===== src/rtl/uart_irq_id.sv =====
module uart_irq_id #(
  parameter int CW = 5
) (
  input  logic          clk,
  input  logic          rst_n,
  input  logic [3:0]    ier,
  input  logic          fifo_en,
  input  logic          ovr_evt,
  input  logic          par_evt,
  input  logic          frm_evt,
  input  logic          brk_evt,
  input  logic          lsr_rd,
  input  logic [CW-1:0] rx_count,
  input  logic [CW-1:0] rx_trig,
  input  logic          tmo_evt,
  input  logic          rbr_rd,
  input  logic          tx_fifo_empty,
  input  logic          thr_xfer,
  input  logic          thr_wr,
  input  logic          iir_rd,
  input  logic          cts_n,
  input  logic          dsr_n,
  input  logic          ri_n,
  input  logic          dcd_n,
  input  logic          msr_rd,
  output logic          irq,
  output logic [3:0]    iid
);
  localparam logic [3:0] ID_NONE = 4'b0001;
  localparam logic [3:0] ID_LS   = 4'b0110;
  localparam logic [3:0] ID_RDA  = 4'b0100;
  localparam logic [3:0] ID_TMO  = 4'b1100;
  localparam logic [3:0] ID_THRE = 4'b0010;
  localparam logic [3:0] ID_MS   = 4'b0000;

  logic       ls_p, to_p, th_p, ms_p;
  logic       txe_q;
  logic [3:0] mdm_q;
  logic       ls_set, th_set, ms_set, th_clr, rda;
  logic       ls_a, rda_a, to_a, th_a, ms_a;

  assign ls_set = ovr_evt | par_evt | frm_evt | brk_evt;
  assign th_set = fifo_en ? (tx_fifo_empty & ~txe_q) : thr_xfer;
  assign ms_set = |({cts_n, dsr_n, ri_n, dcd_n} ^ mdm_q);
  assign rda    = fifo_en ? (rx_count >= rx_trig) : (rx_count != '0);
  assign th_clr = thr_wr | (iir_rd & (iid == ID_THRE));

  always_ff @(posedge clk or negedge rst_n) begin
    if (!rst_n) begin
      ls_p  <= 1'b0;
      to_p  <= 1'b0;
      th_p  <= 1'b0;
      ms_p  <= 1'b0;
      txe_q <= 1'b1;
      mdm_q <= 4'hF;
    end else begin
      txe_q <= tx_fifo_empty;
      mdm_q <= {cts_n, dsr_n, ri_n, dcd_n};
      if (ls_set)       ls_p <= 1'b1;
      else if (lsr_rd)  ls_p <= 1'b0;
      if (tmo_evt)      to_p <= 1'b1;
      else if (rbr_rd)  to_p <= 1'b0;
      if (th_set)       th_p <= 1'b1;
      else if (th_clr)  th_p <= 1'b0;
      if (ms_set)       ms_p <= 1'b1;
      else if (msr_rd)  ms_p <= 1'b0;
    end
  end

  assign ls_a  = ls_p & ier[2];
  assign rda_a = rda  & ier[0];
  assign to_a  = to_p & ier[0];
  assign th_a  = th_p & ier[1];
  assign ms_a  = ms_p & ier[3];
  assign irq   = ls_a | rda_a | to_a | th_a | ms_a;

  always_comb begin
    if (ls_a)       iid = ID_LS;
    else if (rda_a) iid = ID_RDA;
    else if (to_a)  iid = ID_TMO;
    else if (th_a)  iid = ID_THRE;
    else if (ms_a)  iid = ID_MS;
    else            iid = ID_NONE;
  end

  a_r2_ls_set: assert property (@(posedge clk) disable iff (!rst_n)
    ls_set |=> ls_p);
  a_r2_ls_hold: assert property (@(posedge clk) disable iff (!rst_n)
    (ls_p && !lsr_rd) |=> ls_p);
  a_r4_tmo_clear: assert property (@(posedge clk) disable iff (!rst_n)
    (rbr_rd && !tmo_evt) |=> !to_p);
  a_r6_thre_clear: assert property (@(posedge clk) disable iff (!rst_n)
    (thr_wr && !th_set) |=> !th_p);
  a_r7_ms_clear: assert property (@(posedge clk) disable iff (!rst_n)
    (msr_rd && !ms_set) |=> !ms_p);
  a_r8_ls_top: assert property (@(posedge clk) disable iff (!rst_n)
    (ls_p && ier[2]) |-> iid == ID_LS);
  a_r10_idle_code: assert property (@(posedge clk) disable iff (!rst_n)
    !irq |-> iid == ID_NONE);
  a_r10_busy_code: assert property (@(posedge clk) disable iff (!rst_n)
    irq |-> iid != ID_NONE);
  a_r11_set_wins: assert property (@(posedge clk) disable iff (!rst_n)
    (ls_set && lsr_rd) |=> ls_p);
endmodule


===== config.mk =====
export PLATFORM = sky130hd
export DESIGN_NAME = uart_irq_id
export DESIGN_NICKNAME = d
export VERILOG_FILES = /design/src/rtl/uart_irq_id.sv
export SDC_FILE = /design/constraint.sdc
export NUM_CORES = 1
export LEC_CHECK = 0
export ABC_AREA = 1
export BUFFER_PORTS_ARGS = -buffer_cell sky130_fd_sc_hd__buf_2
export CORE_ASPECT_RATIO = 1.25
export CORE_MARGIN = 10
export CORE_UTILIZATION = 35
export DETAILED_ROUTE_END_ITERATION = 7
export GPL_TIMING_DRIVEN = 0
export PLACE_DENSITY = 0.68
export SYNTH_ARGS = -nofsm -noshare
export SYNTH_HDL_FRONTEND = slang
export SYNTH_SLANG_ARGS = --single-unit

===== constraint.sdc =====
create_clock -name clk -period 3.75 [get_ports clk]
set_clock_uncertainty 0.05 [all_clocks]
set_input_delay 0.9375 -clock clk [delete_from_list [all_inputs] [get_ports clk]]
set_output_delay 0.9375 -clock clk [all_outputs]
set_load 0.005 [all_outputs]

* Word-level counts from Yosys, hierarchy flattened *
Cells that the tools add are included.

operators by class
  add/sub/neg operators = 0
  multiply operators = 0
  div/mod/pow operators = 0
  order comparisons = 1
  equality and inequality tests = 1
  shift operators = 0
  mux-type cells = 15
  bitwise gates (word level) = 17
  reductions and logical operators = 6

operators with widths
  operator            count
  $mux 4              3
  $mux 1              11
  $or 1x1->1          8
  $reduce_bool 2->1   4
  $and 1x1->1         7
  $ge 5x5->1          1
  $reduce_bool 5->1   1
  $eq 4x2->1 const B  1
  $reduce_or 4->1     1
  $xor 4x4->4         1
  $mux 2              1
  $not 1->1           1

storage, ports and cells
  register bits = 9
  latch bits = 0
  RAM bits = 0
  memory bits (read-only) = 0
  input port bits = 33
  output and inout bits = 5
  memories kept = 0

* Depth between registers and ports, before layout *
Gate-level depths: netlist of the first run.

  word-level depth = 11
  depth in mapped cells = 12
  mapped depth without buffers = 12

* Least setup slack after synthesis of the first run *
OpenSTA, ideal clock, no wires.

  path type = input port to output port
  start = in rx_trig[2]
  end = out irq
  data arrival time = 1.847 ns
  data required time = 2.763 ns
  path slack = 0.916 ns
  stages = 12
  path buffers = 0
  path through = inv_1 ha_1 nand2_1 inv_1 nand2_1 nand2_1 nand2_1 nand2_1 nand2_2 nand3_2 nor2_4 inv_2

on the way
  cells in the longest elaborated chain, start to end = 7

RTL lines
  element                  RTL line  text
  start: declaration       14        input logic [CW-1:0] rx_trig,
  $ge 5x5->1               45        assign rda = fifo_en ? (rx_count >= rx_trig) : (rx_count != '0);
  $mux 1                   45
  $and 1x1->1              71        assign rda_a = rda & ier[0];
  $or 1x1->1 (4 in a row)  75        assign irq = ls_a | rda_a | to_a | th_a | ms_a;
  end: declaration         26        output logic irq,

No other way between the ends.

* Final worst setup path of the first run *
  start = in rx_count[2]
  end = out irq

on the way
  cells in the longest elaborated chain, start to end = 7

RTL lines
  element                                          RTL line  text
  start: declaration                               13        input logic [CW-1:0] rx_count,
  $ge 5x5->1 or $reduce_bool 5->1 (tied branches)  45
  $mux 1 (*)                                       45
  $and 1x1->1 (*)                                  71
  $or 1x1->1 (*) (4 in a row)                      75

Mark *: on every way between the ends. The rest lies on a longest branch, timed or not.

==> results of run 1 <==
-- area by class of cell --
type / instances / area [um^2]
flip-flops and latches: 9 / 231
inverters: 17 / 63.8
multi-input cells: 48 / 302
clock buffers: 4 / 26.3
repair buffers: 37 / 185
fillers: 170 / 771
well taps: 18 / 22.5
-- final timing paths --
kind                        startpoint       end  slack [ns]  cells past startpoint
max reg2reg                   mdm_q[3]      ms_p        2.61                      3
max                        rx_count[2]       irq        0.65                     11
max in group asynchronous        rst_n  mdm_q[2]        2.94                      1
min                              rst_n      ls_p        0.47                      1
min in group clk                  to_p      to_p        0.49                      2
min reg2reg                       to_p      to_p        0.49                      2
-- synth_stat cells --
master    count
nand2_2       1
nand2_1      19
xor2_1        4
nand4_2       1
inv_1        14
a21oi_1       2
nand3_1       2
nor3b_2       1
ha_1          5
o21bai_2      1
o21bai_1      1
inv_2         3
nor4_1        2
o21ai_0       2
dfstp_2       5
dfrtp_1       4
nand3_2       1
nor2_4        1
nor2_1        5
-- cells by family after synthesis --
group | share of synthesized area, %
buf+inv | 10.7
simple gates | 27.7
fa+ha+maj | 10.5
compound gates | 6.50
flops | 38.8
xor+xnor | 5.87
-- layer usage --
metal | up-vias | routed length [um] | GRT usage, %
met3 | 0 | 78 | 2.88
met1 | 255 | 523 | 7.22
met4 | 0 | 0 | 2.65
met5 | - | 0 | 0
met2 | 17 | 903 | 16.2
li1 | 308 | - | -
-- critical path: cells and delay by family --
kind	cells	cell delay, ns
adders and majority gates	1	0.30
AOI/OAI and AO/OA	1	0.14
and+or+nand+nor	6	0.47
buffers and inverters	3	0.25
-- sequential cells by signal, summed over array words and instances (netlist names) --
signal  cells
mdm_q       4
ms_p        1
ls_p        1
txe_q       1
th_p        1
to_p        1
-- metrics by stage --
stage / total power [uW] / area, um^2
6_report: 233 / 831
5_1_grt: 250 / 831
4_1_cts: 238 / 831
3_5_place_dp: 166 / 805
3_3_place_gp: 164 / 805
2_1_floorplan: 138 / 597
-- report_power, final --
group | switching (uW) | leakage, uW | total (uW) | internal, uW
Clock | 28.4 | 0.0000150 | 69.1 | 40.7
Sequential | 2.51 | 0.0000929 | 107 | 105
Combinational | 28.3 | 0.000399 | 56.5 | 28.2
==> results by group, run 1 <==
Run status
  • Outcome: finished, final reports clean

Synth
  • Seq/Total Area, Yosys: 38.8%
  • Synth area leaders: dfstp_2 22%, dfrtp_1 17%, nand2_1 12%, ha_1 10%, inv_1 8.8%
  • Largest area contributor in the netlist: dfstp_2
  • Share of the synthesized area in the top cell type: 22.0%
  • Syn avg cell area: 8.07 um^2
  • #FFs+latches synth: 9
  • Syn Nets: 112
  • Ys Warns: 0
  • Synthesized cell area: 597 um^2
  • Synth Instances: 74
  • Post-synthesis cell type count: 19

Global route
  • Initial antenna violation count: 0
  • Largest net degree at the start of global routing: 10
  • GRT overflow: 0
  • Number of global-route vias before repair: 633
  • GR Util All Layers: 8.10%
  • First-pass GRT wire length: 2540 um

Layout
  • Layout cells sized above 1: 47.0%
  • Core Util, Final: 51.9%
  • Final Net Count: 154
  • Layout Cells excl Fill: 133
  • Commonest non-fill, non-tap cells in the layout: 37 x buf_2, 19 x nand2_1, 14 x inv_1
  • Commonest non-fill, non-tap cell in the layout: buf_2
  • # diodes: 0
  • Layout Area Growth over Synthesis: 39.2%

Floorplanning
  • Die X: 56.9 um
  • Die Y: 66.2 um
  • Row count: 16
  • Io pins: 38
  • Core Region: 1600 um^2
  • Starting Density: 37.3%
  • Die Area: 3770 um^2

Timing
  • Final Cycle Share: 82.6%
  • Fmax: 0.323 GHz
  • Final WS setup: 0.651 ns
  • Fin. Hold Viols: 0
  • Pins Over Slew Limit: 0
  • Slew @ Worst Pin: 0.195 ns
  • Worst rel slew slack: 86.9%
  • Final min period: 3.10 ns
  • Hold Slack: 0.471 ns
  • Setup TNS: 0 ns
  • RSZ-0062 raised after global routing: false
  • Final setup violation count: 0

Clocking
  • CTS sink count: 9
  • CTS Root Cell: clkbuf_4
  • H-Tree Depth: 1
  • Cts hold-fix bufs: 0
  • Clock tree buffer depth: 2
  • Clock transition at path regs: 0.06 ns
  • CTS tree: done
  • Post_cts resized: 0
  • CTS Buf Count: 3
  • Clock Latency Late Sink: 0.25 ns
  • Post-CTS Setup Bufs: 0

Worst setup path
  • Worst-path cell chain: buf_2 -> ha_1 -> a21oi_1 -> nand2_1 -> nand2_1 -> nand2_1 -> nand2_2 -> nand3_2 -> nor2_4 -> inv_2 -> buf_2
  • Critical path's most frequent cell: nand2_1
  • Worst Setup Path Type: input port to output port
  • Worst stage delay on the critical path: 0.30 ns
  • CP Capture Type: output port
  • Worst Path Arrival: 2.11 ns
  • Worst Setup Start Kind: input port
  • Critical path peak fanout: 4
  • CP Data Required Time: 2.76 ns
  • Slowest stage cell, crit path: ha_1

Placed design
  • I/O Buffers: 37
  • GP Congestion: 0.700
  • Pre-CTS setup slack: 0.654 ns
  • Post-Place Cells: 129
  • Post-DP HPWL: 1420 um

Routing
  • DR iter-0 viols: 4
  • Wire length per cell: 11.3 um
  • DRT Pass-1 Iters: 2
  • Post-DRT Antenna Nets: 0
  • WL final: 1510 um
  • DR DRC count: 0
  • Number of vias per cell: 4.36
  • DR vias: 580

Pwr
  • Leakage: 0.000507 uW
  • Peak supply drop: 0.267 mV
  • Power Density: 280 nW/um^2

Job
  • Max cap viols: 0

Hold path
  • Worst min path class: input port to async pin
Power figures use the tool's default switching activity.
==> run 2, diff against run 1 <==
ABC_AREA = 0   (was 1)
clock period = 3.19 ns   (was 3.75 ns; I/O delays follow)
==> run 2 against run 1 <==
  * Power up 21%
  * Non-clock buffer count unchanged
  * Global-route usage up 0.44 points
  * Die area down 0.29%
  * Sequential cell count unchanged
  * Combinational power up 22%
  * Worst hold slack worse by 0.15 ns
  * Largest power group unchanged
  * Highest routed layer is now met4
==> results by group, run 2 <==
Layout
  • Number of flip-flops in the largest register: 4 (unchanged)
  • Commonest non-fill, non-tap cells in the layout: 37 x buf_2, 10 x inv_1, 6 x nand2_1, 5 x ha_1, 5 x dfstp_2
  • Commonest non-fill, non-tap cell in the layout: buf_2
  • Layout cells sized above 1: 47.6% (+0.62 points)
  • Core Util, Final: 52.8% (+0.89 points)
  • Design Area, Final: 835 um^2 (+0.45%)
  • Layout Area Growth over Synthesis: 40.4%
  • Biggest register: mdm_q
  • Filler cell count: 162 (-4.7%)
  • # diodes: 0 (unchanged)
  • Final Net Count: 142 (-7.8%)

Global route
  • Initial antenna violation count: 0 (unchanged)
  • First-pass GRT wire length: 2630 um (+3.5%)
  • Largest net degree at the start of global routing: 10 (unchanged)
  • Number of global-route vias before repair: 674 (+6.5%)
  • GR Util All Layers: 8.54% (+0.44 points)
  • GRT overflow: 0 (unchanged)

Run status
  • Outcome: finished, final reports clean

Floorplanning
  • Io pins: 38 (unchanged)
  • Row count: 16 (unchanged)
  • Die X: 56.9 um (-0.14%)
  • Die Area: 3760 um^2 (-0.29%)
  • Die Y: 66.1 um (-0.15%)
  • Starting Density: 37.6% (+0.31 points)
  • Core Region: 1580 um^2 (-1.3%)

Synth
  • Share of the synthesized area in the top cell type: 22.1% (+0.093 points)
  • Syn avg cell area: 9.59 um^2 (+19%)
  • Post-synthesis cell type count: 29 (+10)
  • Largest area contributor in the netlist: dfstp_2
  • Top FF cell, synth: dfstp_2
  • Async SR Flop Fraction: 100% (unchanged)
  • EDFF count, synth: 0 (unchanged)
  • Synth area leaders: dfstp_2 22%, dfrtp_1 17%, ha_1 11%, inv_1 6.3%, xnor2_1 4.4%
  • Commonest cells in the netlist: 10 x inv_1, 6 x nand2_1, 5 x dfstp_2, 5 x ha_1, 4 x dfrtp_1
  • Cell with the most instances after synthesis: inv_1
  • Ys Warns: 0 (unchanged)
  • Synthesized cell area: 594 um^2 (-0.42%)
  • #FFs+latches synth: 9 (unchanged)
  • Seq/Total Area, Yosys: 38.9% (+0.16 points)
  • Synth Instances: 62 (-16%)
  • Syn Nets: 100 (-11%)

Pwr
  • Pint: 207 uW (+20%)
  • Reg power frac: 44.8% (-1.2 points)
  • Leakage: 0.000440 uW (-13%)
  • Power Density: 338 nW/um^2 (+21%)
  • Tot Pwr: 282 uW (+21%)
  • Peak supply drop: 0.232 mV (-13%)
  • P_sw: 74.8 uW (+26%)
  • Comb pwr share: 24.5% (+0.2 points)
  • Sw Share: 26.5% (+1.0 points)
  • Clock share of power: 30.7% (+1.0 points)

Routing
  • DRT Pass-1 Iters: 4 (+2)
  • Wire length per cell: 13.4 um (+19%)
  • DR vias: 614 (+5.9%)
  • DR DRC count: 0 (unchanged)
  • DR iter-0 viols: 9 (+5)
  • Number of vias per cell: 5.07 (+16%)
  • Post-DRT Antenna Nets: 0 (unchanged)
  • WL final: 1620 um (+7.8%)

Clocking
  • H-Tree Depth: 1 (unchanged)
  • CTS Root Cell: clkbuf_4
  • Cts hold-fix bufs: 0 (unchanged)
  • Clock tree buffer depth: 2 (unchanged)
  • CTS tree: done
  • Clock Latency Late Sink: 0.26 ns (about the same)
  • CTS sink count: 9 (unchanged)
  • CTS Buf Count: 3 (unchanged)
  • Clock transition at path regs: 0.06 ns (about the same)

Timing
  • Slew @ Worst Pin: 0.297 ns (+0.101 ns)
  • Final setup violation count: 0 (unchanged)
  • Worst rel slew slack: 80.1% (-6.8 points)
  • Final min period: 3.14 ns
  • Final Cycle Share: 98.3%
  • Pins Over Slew Limit: 0 (unchanged)
  • Fmax: 0.319 GHz
  • Fin. Hold Viols: 0 (unchanged)

Worst setup path
  • Worst Setup Start Kind: input port
  • CP Data Required Time: 2.34 ns (-0.42 ns)
  • Worst Setup Path Type: input port to output port
  • Reg2reg start: to_p
  • Critical path peak fanout: 2 (-2)
  • Worst Path Arrival: 2.29 ns (+0.18 ns)
  • Worst Setup SP: rx_count[2]
  • CP Capture Type: output port

Placed design
  • GP Congestion: 0.757 (+8.2%)
  • Post-DP HPWL: 1480 um (+4.3%)
  • I/O Buffers: 37 (unchanged)
  • Placed Instance Area: 802 um^2 (-0.31%)

Hold path
  • Worst min path class: input port to async pin

Job
  • Max cap viols: 0 (unchanged)
run 2: cell families (layout without fill, tap and decap cells):
| kind of cell | count (synthesis) | after routing | share of synthesized area (%) |
|---|---|---|---|
| AO/OA/AOI/OAI | 15 | 15 | 17.9 |
| flip-flops | 9 | 9 | 38.9 |
| AND/OR/NAND/NOR | 19 | 19 | 20.4 |
| adder cells (fa/ha/maj) | 5 | 5 | 10.5 |
| XOR/XNOR | 4 | 4 | 5.90 |
| buffers and inverters | 10 | 51 | 6.32 |
run 2: path summary, 6_finish.rpt:
kind                            cells after the start  endpoint  slack (ns)
worst min-delay path                                1      ls_p        0.32
worst max register to register                      3      th_p        1.62
min in group clk                                    2      ms_p        0.47
worst max-delay path                                6    iid[1]        0.05
max in group asynchronous                           1  mdm_q[0]        2.53
worst min register to register                      2      ms_p        0.47
run 2: cell type report:
cell class	count	area (um^2)	share of cell area (%)
clock buffer	4	26.3	3.15
tap	18	22.5	2.70
sequential	9	231	27.7
timing repair buffer	37	185	22.2
multi-input combinational	43	332	39.7
inverter	10	37.5	4.50
run 2: stage by stage:
step / instances / hold slack, ns / setup slack [ns] / setup TNS (ns)
after floorplan: 62 / 0.432 / 0.283 / 0
after detailed placement: 117 / 0.459 / 0.0370 / 0
final: 121 / 0.324 / 0.0531 / 0
after global placement: 117 / 0.450 / 0.0414 / 0
after CTS: 121 / 0.322 / 0.0301 / 0
after global routing: 121 / 0.321 / -0.00305 / -0.00484
run 2: power groups by stage:
| stage | clock network (uW) | registers (uW) | logic, uW |
|---|---|---|---|
| 2_1_floorplan | 0 | 127 | 33.4 |
| 3_3_place_gp | 0 | 128 | 66.8 |
| 3_5_place_dp | 0 | 128 | 69.4 |
| 4_1_cts | 90.8 | 126 | 69.7 |
| 5_1_grt | 96.6 | 127 | 79.9 |
| 6_report | 86.8 | 126 | 69.1 |
run 2: worst max-delay path: stages:
cell and delay [ns]:
buf_2 0.11, or4_4 0.53, or4_4 0.44, o211a_1 0.14
a31oi_1 0.13, buf_2 0.13
run 2: routing by layer:
layer,up-vias,routed length (um),GRT usage [%]
met1,273,670,8.61
met4,0,6,5.88
met3,2,134,2.50
met5,-,0,0
met2,28,811,14.8
li1,311,-,-
run 2: what timing repair did:
item,CTS,global route
setup buffers,0,0
setup endpoints to repair,0,2
gates resized for setup,0,1
==> run 3, diff against run 2 <==
CTS_BUF_LIST = sky130_fd_sc_hd__clkbuf_8   (was unset)
==> run 3 against run 2 <==
  * Critical path depth unchanged
  * Largest power group unchanged
  * Cell area is 2.2% higher
  * Combinational power is essentially flat
  * Setup slack worse by 0.0044 ns
  * Critical endpoint unchanged
  * Register-to-register slack barely moved
  * Critical path type unchanged
==> results by group, run 3 (synthesized netlist as in run 2, its figures left out) <==
Run status
  • Outcome: finished, final reports clean

Worst setup path
  • CP Capture Type: output port
  • Reg2reg start: to_p
  • Crit path depth: 6 (unchanged)
  • Worst stage delay on the critical path: 0.53 ns (about the same)
  • Worst Path Arrival: 2.29 ns (about the same)
  • Setup slack, reg-to-reg: 1.62 ns (about the same)
  • Worst Setup Path Type: input port to output port
  • CP Buf/Inv Count: 2 (unchanged)
  • Critical path peak fanout: 2 (unchanged)
  • Worst R2R Path Depth: 3 (unchanged)
  • Worst Setup SP: rx_count[2]
  • Slowest stage cell, crit path: or4_4
  • Worst-path cell chain: buf_2 -> or4_4 -> or4_4 -> o211a_1 -> a31oi_1 -> buf_2
  • CP Data Required Time: 2.34 ns (about the same)
  • Worst Setup Start Kind: input port
  • CP top delay family: simple AND/OR/NAND/NOR gates
  • Worst Setup EP: iid[1]
  • Reg2reg end: th_p

Layout
  • Commonest non-fill, non-tap cell in the layout: buf_2
  • Filler cell count: 162 (unchanged)
  • Layout cells sized above 1: 47.6% (unchanged)
  • Commonest non-fill, non-tap cells in the layout: 37 x buf_2, 11 x inv_1, 6 x nand2_1, 5 x ha_1, 5 x dfstp_2
  • Layout Area Growth over Synthesis: 43.6%
  • Biggest register: mdm_q
  • # diodes: 0 (unchanged)
  • Core Util, Final: 54.0% (+1.2 points)
  • Number of flip-flops in the largest register: 4 (unchanged)
  • Final Net Count: 142 (unchanged)

Placed design
  • GP Congestion: 0.757 (unchanged)
  • Post-DP HPWL: 1480 um (unchanged)
  • I/O Buffers: 37 (unchanged)

Global route
  • GRT overflow: 0 (unchanged)
  • Largest net degree at the start of global routing: 10 (unchanged)
  • GR Util All Layers: 8.50% (-0.039 points)
  • Number of global-route vias before repair: 673 (-0.15%)
  • First-pass GRT wire length: 2630 um (unchanged)
  • Initial antenna violation count: 0 (unchanged)

Clocking
  • CTS Buf Count: 3 (unchanged)
  • Cts hold-fix bufs: 0 (unchanged)
  • Clock Latency Late Sink: 0.23 ns (-0.03 ns)
  • Post-CTS Setup Bufs: 0 (unchanged)
  • CTS tree: done
  • Clock transition at path regs: 0.04 ns (-0.02 ns)
  • Clock tree buffer depth: 2 (unchanged)
  • H-Tree Depth: 1 (unchanged)
  • CTS sink count: 9 (unchanged)
  • CTS Root Cell: clkbuf_8

Routing
  • DR DRC count: 0 (unchanged)
  • Number of vias per cell: 5.09 (+0.33%)
  • DR vias: 616 (+0.33%)
  • DRT Pass-1 Iters: 4 (unchanged)
  • DR iter-0 viols: 14 (+5)
  • Wire length per cell: 13.3 um (-0.80%)
  • Post-DRT Antenna Nets: 0 (unchanged)
  • WL final: 1610 um (-0.80%)

Job
  • Max cap viols: 0 (unchanged)

Pwr
  • Power Density: 375 nW/um^2 (+11%)
  • Peak supply drop: 0.394 mV (+70%)
  • Tot Pwr: 320 uW (+13%)
  • Leakage: 0.000451 uW (+2.7%)

Timing
  • Setup TNS: 0 ns (unchanged)
  • Worst rel slew slack: 80.1% (about the same)
  • Final Cycle Share: 98.5% (+0.14 points)
  • Fmax: 0.318 GHz (-0.14%)
  • Fin. Hold Viols: 0 (unchanged)
  • Slew @ Worst Pin: 0.297 ns (+0.000247 ns)
  • Final min period: 3.14 ns (+0.00442 ns)
  • Hold Slack: 0.358 ns (+0.0338 ns)
  • Final setup violation count: 0 (unchanged)
  • Pins Over Slew Limit: 0 (unchanged)

Floorplanning
  • Core Region: 1580 um^2 (unchanged)
  • Die X: 56.9 um (unchanged)
  • Starting Density: 37.6% (unchanged)
  • Io pins: 38 (unchanged)
  • Row count: 16 (unchanged)
  • Die Y: 66.1 um (unchanged)
  • Die Area: 3760 um^2 (unchanged)

Hold path
  • Worst min path class: input port to async pin
## run 3: power breakdown
part | switching, uW | internal (uW)
combinational | 32.6 | 36.5
clock | 40.5 | 83.4
sequential | 3.53 | 123
total | 76.7 | 243
## run 3: per-layer routing
| metal | part of all wire, % | GRT usage (%) |
|---|---|---|
| met5 | 0 | 0 |
| met2 | 50 | 14.7 |
| met1 | 41 | 8.61 |
| met4 | 0.37 | 5.00 |
| met3 | 8.3 | 3.08 |
## run 3: worst min-delay path by stage
stage	slack (ns)	startpoint	cells past startpoint	to
floorplan	0.43	ms_p	2	ms_p
global placement	0.45	ms_p	2	ms_p
detailed placement	0.46	ms_p	2	ms_p
CTS	0.36	rst_n	1	th_p
global route	0.36	rst_n	1	th_p
finish	0.36	rst_n	1	th_p
## run 3: area by class of cell
cell class                 count  area [um^2]  area share [%]
clock inverter                 1         3.75           0.440
clock buffer                   3         41.3            4.84
tap                           18         22.5            2.64
sequential                     9          231            27.1
multi-input combinational     43          332            38.9
inverter                      10         37.5            4.40
timing repair buffer          37          185            21.7
## run 3: per-stage QoR
stage | cell area (um^2) | instances | setup WS [ns]
floorplan | 594 | 62 | 0.283
global placement | 802 | 117 | 0.0414
detailed placement | 802 | 117 | 0.0370
CTS | 847 | 121 | 0.0301
global route | 853 | 121 | -0.00305
finish | 853 | 121 | 0.0487
## run 3: timing repair
item / 4_1_cts / 5_1_grt
endpoints found under the hold margin: 0 / 0
setup endpoints to repair: 0 / 2
gates resized for setup: 0 / 1
